## src/rtl/vline_pkg.sv

```systemverilog
package vline_pkg;

  typedef enum logic [1:0] {
    LS_IDLE  = 2'd0,
    LS_RUN   = 2'd1,
    LS_EMPTY = 2'd2
  } lstate_e;

endpackage

```

## src/rtl/vline_rst_sync.sv

```systemverilog
module vline_rst_sync #(
  parameter int STAGES = 2
) (
  input  logic clk,
  input  logic rst_n,
  output logic rst_ni
);

  logic [STAGES-1:0] sync_q;

  always_ff @(posedge clk or negedge rst_n) begin
    if (!rst_n) begin
      sync_q <= '0;
    end else begin
      sync_q <= {sync_q[STAGES-2:0], 1'b1};
    end
  end

  assign rst_ni = sync_q[STAGES-1];

endmodule

```

## src/rtl/vline_start_gate.sv

```systemverilog
module vline_start_gate (
  input  logic clk,
  input  logic rst_ni,
  input  logic start,
  input  logic idle,
  output logic accept
);

  logic armed_q;
  logic armed_d;
  logic armed_en;

  assign accept = idle & start & armed_q;

  always_comb begin
    armed_en = 1'b0;
    armed_d  = armed_q;
    if (accept) begin
      armed_en = 1'b1;
      armed_d  = 1'b0;
    end else if (!start) begin
      armed_en = 1'b1;
      armed_d  = 1'b1;
    end
  end

  always_ff @(posedge clk or negedge rst_ni) begin
    if (!rst_ni) begin
      armed_q <= 1'b0;
    end else if (armed_en) begin
      armed_q <= armed_d;
    end
  end

  AST_REARM_NEEDS_LOW: assert property (@(posedge clk) disable iff (!rst_ni)
    (accept ##1 start) |-> !accept);

endmodule

```

## src/rtl/vline_ctrl.sv

```systemverilog
module vline_ctrl
  import vline_pkg::*;
#(
  parameter int H_W = 8
) (
  input  logic           clk,
  input  logic           rst_ni,
  input  logic           accept,
  input  logic [H_W-1:0] height,
  output logic           idle,
  output logic           run,
  output logic           last,
  output logic           empty
);

  localparam logic [H_W-1:0] CNT_ONE = H_W'(1);

  lstate_e        state_q;
  lstate_e        state_d;
  logic [H_W-1:0] cnt_q;
  logic [H_W-1:0] cnt_d;
  logic           cnt_en;

  always_comb begin
    state_d = state_q;
    cnt_d   = cnt_q;
    cnt_en  = 1'b0;
    unique case (state_q)
      LS_IDLE: begin
        if (accept) begin
          cnt_en  = 1'b1;
          cnt_d   = height;
          state_d = (height == '0) ? LS_EMPTY : LS_RUN;
        end
      end
      LS_RUN: begin
        cnt_en = 1'b1;
        cnt_d  = cnt_q - CNT_ONE;
        if (cnt_q == CNT_ONE) begin
          state_d = LS_IDLE;
        end
      end
      LS_EMPTY: begin
        state_d = LS_IDLE;
      end
      default: begin
        state_d = LS_IDLE;
      end
    endcase
  end

  always_ff @(posedge clk or negedge rst_ni) begin
    if (!rst_ni) begin
      state_q <= LS_IDLE;
    end else begin
      state_q <= state_d;
    end
  end

  always_ff @(posedge clk or negedge rst_ni) begin
    if (!rst_ni) begin
      cnt_q <= '0;
    end else if (cnt_en) begin
      cnt_q <= cnt_d;
    end
  end

  assign idle  = (state_q == LS_IDLE);
  assign run   = (state_q == LS_RUN);
  assign empty = (state_q == LS_EMPTY);
  assign last  = run && (cnt_q == CNT_ONE);

  AST_RUN_COUNT_NONZERO: assert property (@(posedge clk) disable iff (!rst_ni)
    run |-> (cnt_q != '0));

  AST_EMPTY_SINGLE: assert property (@(posedge clk) disable iff (!rst_ni)
    empty |=> idle);

  AST_ACCEPT_LEAVES_IDLE: assert property (@(posedge clk) disable iff (!rst_ni)
    accept |=> !idle);

endmodule

```

## src/rtl/vline_coord.sv

```systemverilog
module vline_coord #(
  parameter int X_W = 9,
  parameter int Y_W = 8
) (
  input  logic           clk,
  input  logic           rst_ni,
  input  logic           load,
  input  logic           step,
  input  logic [X_W-1:0] x_in,
  input  logic [Y_W-1:0] y_in,
  output logic [X_W-1:0] x_out,
  output logic [Y_W-1:0] y_out
);

  localparam logic [Y_W-1:0] ROW_STEP = Y_W'(1);

  logic [X_W-1:0] x_q;
  logic [Y_W-1:0] y_q;
  logic [Y_W-1:0] y_d;
  logic           y_en;

  always_comb begin
    y_en = load | step;
    y_d  = load ? y_in : (y_q + ROW_STEP);
  end

  always_ff @(posedge clk or negedge rst_ni) begin
    if (!rst_ni) begin
      x_q <= '0;
    end else if (load) begin
      x_q <= x_in;
    end
  end

  always_ff @(posedge clk or negedge rst_ni) begin
    if (!rst_ni) begin
      y_q <= '0;
    end else if (y_en) begin
      y_q <= y_d;
    end
  end

  assign x_out = x_q;
  assign y_out = y_q;

endmodule

```

## src/rtl/vline_seq.sv

```systemverilog
module vline_seq #(
  parameter int X_W = 9,
  parameter int Y_W = 8,
  parameter int H_W = 8
) (
  input  logic           clk,
  input  logic           rst_n,
  input  logic           start,
  input  logic [X_W-1:0] x_in,
  input  logic [Y_W-1:0] y_in,
  input  logic [H_W-1:0] height,
  output logic [X_W-1:0] x_out,
  output logic [Y_W-1:0] y_out,
  output logic           draw,
  output logic           done
);

  logic rst_ni;
  logic accept;
  logic idle;
  logic run;
  logic last;
  logic empty;

  vline_rst_sync #(.STAGES(2)) u_rst (
    .clk    (clk),
    .rst_n  (rst_n),
    .rst_ni (rst_ni)
  );

  vline_start_gate u_gate (
    .clk    (clk),
    .rst_ni (rst_ni),
    .start  (start),
    .idle   (idle),
    .accept (accept)
  );

  vline_ctrl #(.H_W(H_W)) u_ctrl (
    .clk    (clk),
    .rst_ni (rst_ni),
    .accept (accept),
    .height (height),
    .idle   (idle),
    .run    (run),
    .last   (last),
    .empty  (empty)
  );

  vline_coord #(.X_W(X_W), .Y_W(Y_W)) u_coord (
    .clk    (clk),
    .rst_ni (rst_ni),
    .load   (accept),
    .step   (run),
    .x_in   (x_in),
    .y_in   (y_in),
    .x_out  (x_out),
    .y_out  (y_out)
  );

  assign draw = run;
  assign done = last | empty;

  AST_DONE_SINGLE: assert property (@(posedge clk) disable iff (!rst_ni)
    done |=> !done);

  AST_DRAW_ENDS_AFTER_DONE: assert property (@(posedge clk) disable iff (!rst_ni)
    (done && draw) |=> !draw);

  AST_COLUMN_HELD: assert property (@(posedge clk) disable iff (!rst_ni)
    (draw && $past(draw)) |-> $stable(x_out));

  AST_ROW_STEP: assert property (@(posedge clk) disable iff (!rst_ni)
    (draw && $past(draw)) |-> (y_out == Y_W'($past(y_out) + 1)));

  AST_NO_OUTPUT_IN_RESET: assert property (@(posedge clk)
    !rst_ni |-> (!draw && !done));

endmodule

```

## config.mk

```make
export PLATFORM = sky130hd
export DESIGN_NAME = vline_seq
export DESIGN_NICKNAME = d
export VERILOG_FILES = /design/src/rtl/vline_pkg.sv /design/src/rtl/vline_rst_sync.sv /design/src/rtl/vline_start_gate.sv /design/src/rtl/vline_ctrl.sv /design/src/rtl/vline_coord.sv /design/src/rtl/vline_seq.sv
export SDC_FILE = /design/constraint.sdc
export NUM_CORES = 1
export LEC_CHECK = 0
export BUFFER_PORTS_ARGS = -buffer_cell sky130_fd_sc_hd__buf_4
export CORE_MARGIN = 2
export CORE_UTILIZATION = 35
export CTS_CLUSTER_DIAMETER = 100
export DETAILED_ROUTE_END_ITERATION = 8
export SLEW_MARGIN = 30
export SYNTH_ARGS = -nofsm -noshare
export SYNTH_HDL_FRONTEND = slang
export SYNTH_SLANG_ARGS = --single-unit
```

## constraint.sdc

```tcl
create_clock -name clk -period 2.2 [get_ports clk]
set_input_delay 0.22 -clock clk [delete_from_list [all_inputs] [get_ports clk]]
set_output_delay 0.22 -clock clk [all_outputs]
set_load 0.005 [all_outputs]
```

After elaboration in Yosys (flattened, before gate mapping). Index checks and enable logic that the tools add are counted.

Input port bits: 28. Output and inout port bits: 19. Logic and storage cells: 38. Flip-flop bits (word level): 30.

Add/subtract/negate cells: 2. Multiplexer cells: 13. Reductions and logical operators: 7. Bitwise operators: 4. Equality and inequality tests: 6.

Operator list (number): $mux W8 (2); $pmux W8 S2 (1); $add A8 B1 Y8 const B (1); $eq A8 B1 Y1 const B (1); $logic_not A8 Y1 (1); $sub A8 B1 Y8 const B (1); $mux W2 (3); $mux W1 (5); $ne A2 B1 Y1 const B (2); $pmux W2 S2 (1); $reduce_and A2 Y1 (2); $reduce_and A3 Y1 (1); $and A1 B1 Y1 (2); $eq A2 B1 Y1 const B (1); $eq A2 B2 Y1 const B (1); $logic_not A2 Y1 (1); $ne A2 B2 Y1 const B (1); $or A1 B1 Y1 (2); $pmux W1 S2 (1); $reduce_bool A2 Y1 (1); $logic_and A1 B1 Y1 (1).

Depth between registers and ports, before layout.
Depth in word-level cells: 6. Gate-level depth with buffers: 5. Depth with buffers taken out: 5.

Cells and area by module. Synthesis repeated with hierarchy kept, for this count alone.

Cells, all modules: 158. Area, all modules: 1606.5 um2.

By module, submodules not included: vline_coord (area an instance 797.0 um2, cells each 68, times used 1); vline_ctrl (area an instance 705.7 um2, cells each 82, times used 1); vline_rst_sync (area an instance 53.8 um2, cells each 3, times used 1); vline_start_gate (area an instance 43.8 um2, cells each 4, times used 1); vline_seq (area an instance 6.3 um2, cells each 1, times used 1).

Worst setup path before layout. OpenSTA, ideal clock, no wires.

Kind: flip-flop to output port. Start: register u_ctrl.cnt_q[5]. End: output port done. Arrival time: 1.587 ns. Required time: 1.980 ns. Path buffers: 0. Slack: 0.393 ns. Cell stages (with the launch flop): 4. Cells stage by stage: dfrtp_1 > or4_4 > or4b_4 > o21ai_0.

Cells in the longest elaborated chain, start to end: 3.

RTL lines: start, declared (line vline_ctrl.sv:20) `logic [H_W-1:0] cnt_q;`; start signal, assigned (line vline_ctrl.sv:64) `cnt_q <= cnt_d;`; $eq A8 B1 Y1 (line vline_ctrl.sv:71) `assign last = run && (cnt_q == CNT_ONE);`; $logic_and A1 B1 Y1 (line vline_ctrl.sv:71); $or A1 B1 Y1 (line vline_seq.sv:62) `assign done = last | empty;`; end, declared (line vline_seq.sv:15) `output logic done`.

No other way between the ends.

Worst setup path in the final report.
Start: register u_ctrl.cnt_q[3]. End: output port done.

Same word-level chain as after synthesis.

==> impl_metrics.ini <==
[setup_path]
critPathArrivalTime_ns = 1.97
cp.required_ns = 1.98
cp-start-kind = register
startpoint = u_ctrl.cnt_q[3]
r2r_slack_ns = 0.38
reg2reg_depth = 3
crit_slowest_cell = or4_4
worstPathMaxFanout = 7
crit_path_end_kind = output port
path_class = reg2out
max_stage_delay_ns = 0.51
worstReg2RegEnd = u_ctrl.state_q[0]
crit_end = done
crit_chain = or4_4 > or4b_4 > o21ai_2 > buf_4
r2r_start = u_ctrl.cnt_q[3]

[global_routing]
grt_max_degree = 29
antenna_found_initial = 0
grt_overflow_total = 0
grt_usage = 0.167
first_global_vias = 1257
grt_pass1_wl_um = 5730

[clocking]
cts.clk_slew.worst_paths_ns = 0.06
numCtsBuffers = 5
htree_levels = 2
tritoncts = built
clkSinkCount = 30
cts_buffer_depth = 2
insertion_delay_ns = 0.28
root_buffer = clkbuf_8

[floorplanning]
start_util = 0.363
pin_count = 47
core_sq_mm = 0.00400
fp.dieW_um = 68.5
rows = 23
die_area_sq_mm = 0.00469
dieHeight_um = 68.5

[status]
outcome = complete, no violations

[layout]
syn2layout_area_growth_pct = 38.1
fillerInstances = 401
antenna_cells = 0
fin_nets = 235
fin_cells = 255
layout-drive-gt1-share = 0.346

[yosys]
synth.avg_cell_area_sq_um = 9.69
ys.flop_type = dfrtp_1
ys_async_sr_fraction = 1.00
synth.distinct_cells = 42
synth_edf_count = 0
yosysSeqAreaShare = 0.516
synthesis.area_sq_mm = 0.00145
synth.largest_area_cell = dfrtp_1
ys_warn_count = 0
synth_seq_cells = 30
synth_top_cell_area_share = 0.516
synth_area_leaders = dfrtp_1 (52%), nand2_1 (9.6%), ha_1 (2.6%)
postSynthCellCount = 150
synth_nets = 181

[route]
totalWireLength_um = 3450
first_pass_iters = 6
drc = 0
drt_iter0_drc = 79
wire_per_inst_um = 13.5
ant_nets = 0
routed_via_density = 5.18
vias = 1320

[sta]
setup_viol = 0
rsz0062_at_grt = yes
finalHoldViolations = 0
fmax_mhz = 456
finalClockSkew_ns = 0.0108
fin_crit_ns = 2.19
final.setup.tns_ns = 0
setup_slack_ns = 0.00894
fin_crit_sh = 0.996
drv_slew = 0

[place]
portBuffers = 46
dpl.cell_count = 244
gp_congestion = 0.807
place_ws_ns = 0.254
dp_hpwl_um = 2500

[min_path]
worstHoldPathType = in2reg
whs_path_depth = 2
min_from = start

[pwr]
max-vdd-ir-drop_uv = 614
power.density_mw_per_mm2 = 1260
leakage_nw = 0.926

[run]
maxCapViolCount = 0
-- layer usage --
layer | routed length, um | share of wire | GRT usage | vias up
met5 | 0 | 0 | 0 | -
met4 | 18 | 0.0052 | 0.0375 | 0
met3 | 178 | 0.052 | 0.0592 | 3
met2 | 1690 | 0.49 | 0.272 | 33
met1 | 1560 | 0.45 | 0.211 | 632
li1 | - | - | - | 652
-- layout by cell type, fill, tap and decap left out, types with 2 or more instances in the layout --
| cell type | Yosys | routed |
|---|---|---|
| buf_4 | 0 | 53 |
| nor3_1 | 4 | 4 |
| dfrtp_1 | 30 | 29 |
| nand3_1 | 5 | 5 |
| a211oi_1 | 2 | 2 |
| or2_2 | 2 | 2 |
| nor2_1 | 7 | 7 |
| nand2_1 | 37 | 37 |
| o311ai_0 | 4 | 4 |
| a221o_1 | 3 | 3 |
| ha_1 | 3 | 3 |
| or3_1 | 2 | 2 |
| o211ai_1 | 4 | 4 |
| a31oi_1 | 4 | 4 |
| clkbuf_8 | 0 | 6 |
| o21ai_0 | 5 | 4 |
| inv_1 | 4 | 4 |
| a22oi_1 | 2 | 2 |
| nor4_1 | 2 | 2 |
-- through the flow --
step	total power, mW	cell area [sq um]	hold WS, ns	util
2_1_floorplan	1.58	1450	-0.0756	-
3_3_place_gp	2.04	1890	0.00226	0.472
3_5_place_dp	2.06	1890	0.00383	0.472
4_1_cts	2.54	2000	0.117	0.500
5_1_grt	2.76	2010	0.113	0.502
6_report	2.52	2010	0.121	0.502
-- cells by family after synthesis --
group / after synthesis / share of synthesized area
fa+ha+maj: 3 / 0.0258
other cells: 1 / 0.00258
simple gates: 73 / 0.262
mux: 2 / 0.0146
compound gates: 29 / 0.147
flops: 30 / 0.516
buf+inv: 12 / 0.0318
-- cell usage after synthesis, drive strengths merged, types with 2 or more instances --
cell    count
nand2      37
dfrtp      30
nor2        7
clkbuf      6
nand3       5
o21ai       5
a31oi       4
inv         4
nor3        4
o211ai      4
o311ai      4
a221o       3
ha          3
a211oi      2
a22oi       2
nand2b      2
nor4        2
or2         2
or3         2
or4         2
or4b        2
-- power breakdown --
group,switching (mW),internal (mW)
clock,0.190,0.252
sequential,0.234,0.807
combinational,0.463,0.579
-- flip-flops by register name, indices dropped and copies added, names as in the netlist --
name            flops
u_rst.sync_q        2
u_ctrl.state_q      2
u_coord.y_out       8
u_coord.x_out       9
u_ctrl.cnt_q        8
u_gate.armed_q      1
-- worst max-delay path: cells and delay by family, from the launching register on --
| kind | cells | cell delay (ns) |
|---|---|---|
| simple gates | 2 | 1.02 |
| compound gates | 1 | 0.12 |
| flops | 1 | 0.44 |
| buf+inv | 1 | 0.12 |
-- repair_timing --
action / CTS / global route
setup endpoints to repair: 1 / 1
gates resized for setup: 2 / 1
endpoints found under the hold margin: 2 / 0
gates cloned: 0 / 0
hold buffers: 1 / 0
buffers inserted: 1 / 1
-- final cells by class --
| class | count | area, sq um | share of cell area |
|---|---|---|---|
| multi-input combinational | 108 | 676 | 0.336 |
| clock buffer | 7 | 86.3 | 0.0430 |
| sequential | 30 | 752 | 0.374 |
| tap | 50 | 62.6 | 0.0312 |
| inverter | 5 | 18.8 | 0.00935 |
| clock inverter | 1 | 5.00 | 0.00249 |
| timing repair buffer | 54 | 408 | 0.203 |
-- worst min-delay path by stage --
stage / end / slack, ns
finish: u_gate.armed_q / 0.12
global route: u_gate.armed_q / 0.11
CTS: u_gate.armed_q / 0.12
detailed placement: u_rst.sync_q[0] / 0.004
global placement: u_rst.sync_q[0] / 0.002
floorplan: u_rst.sync_q[0] / -0.08
(Power assumes the default switching activity.)
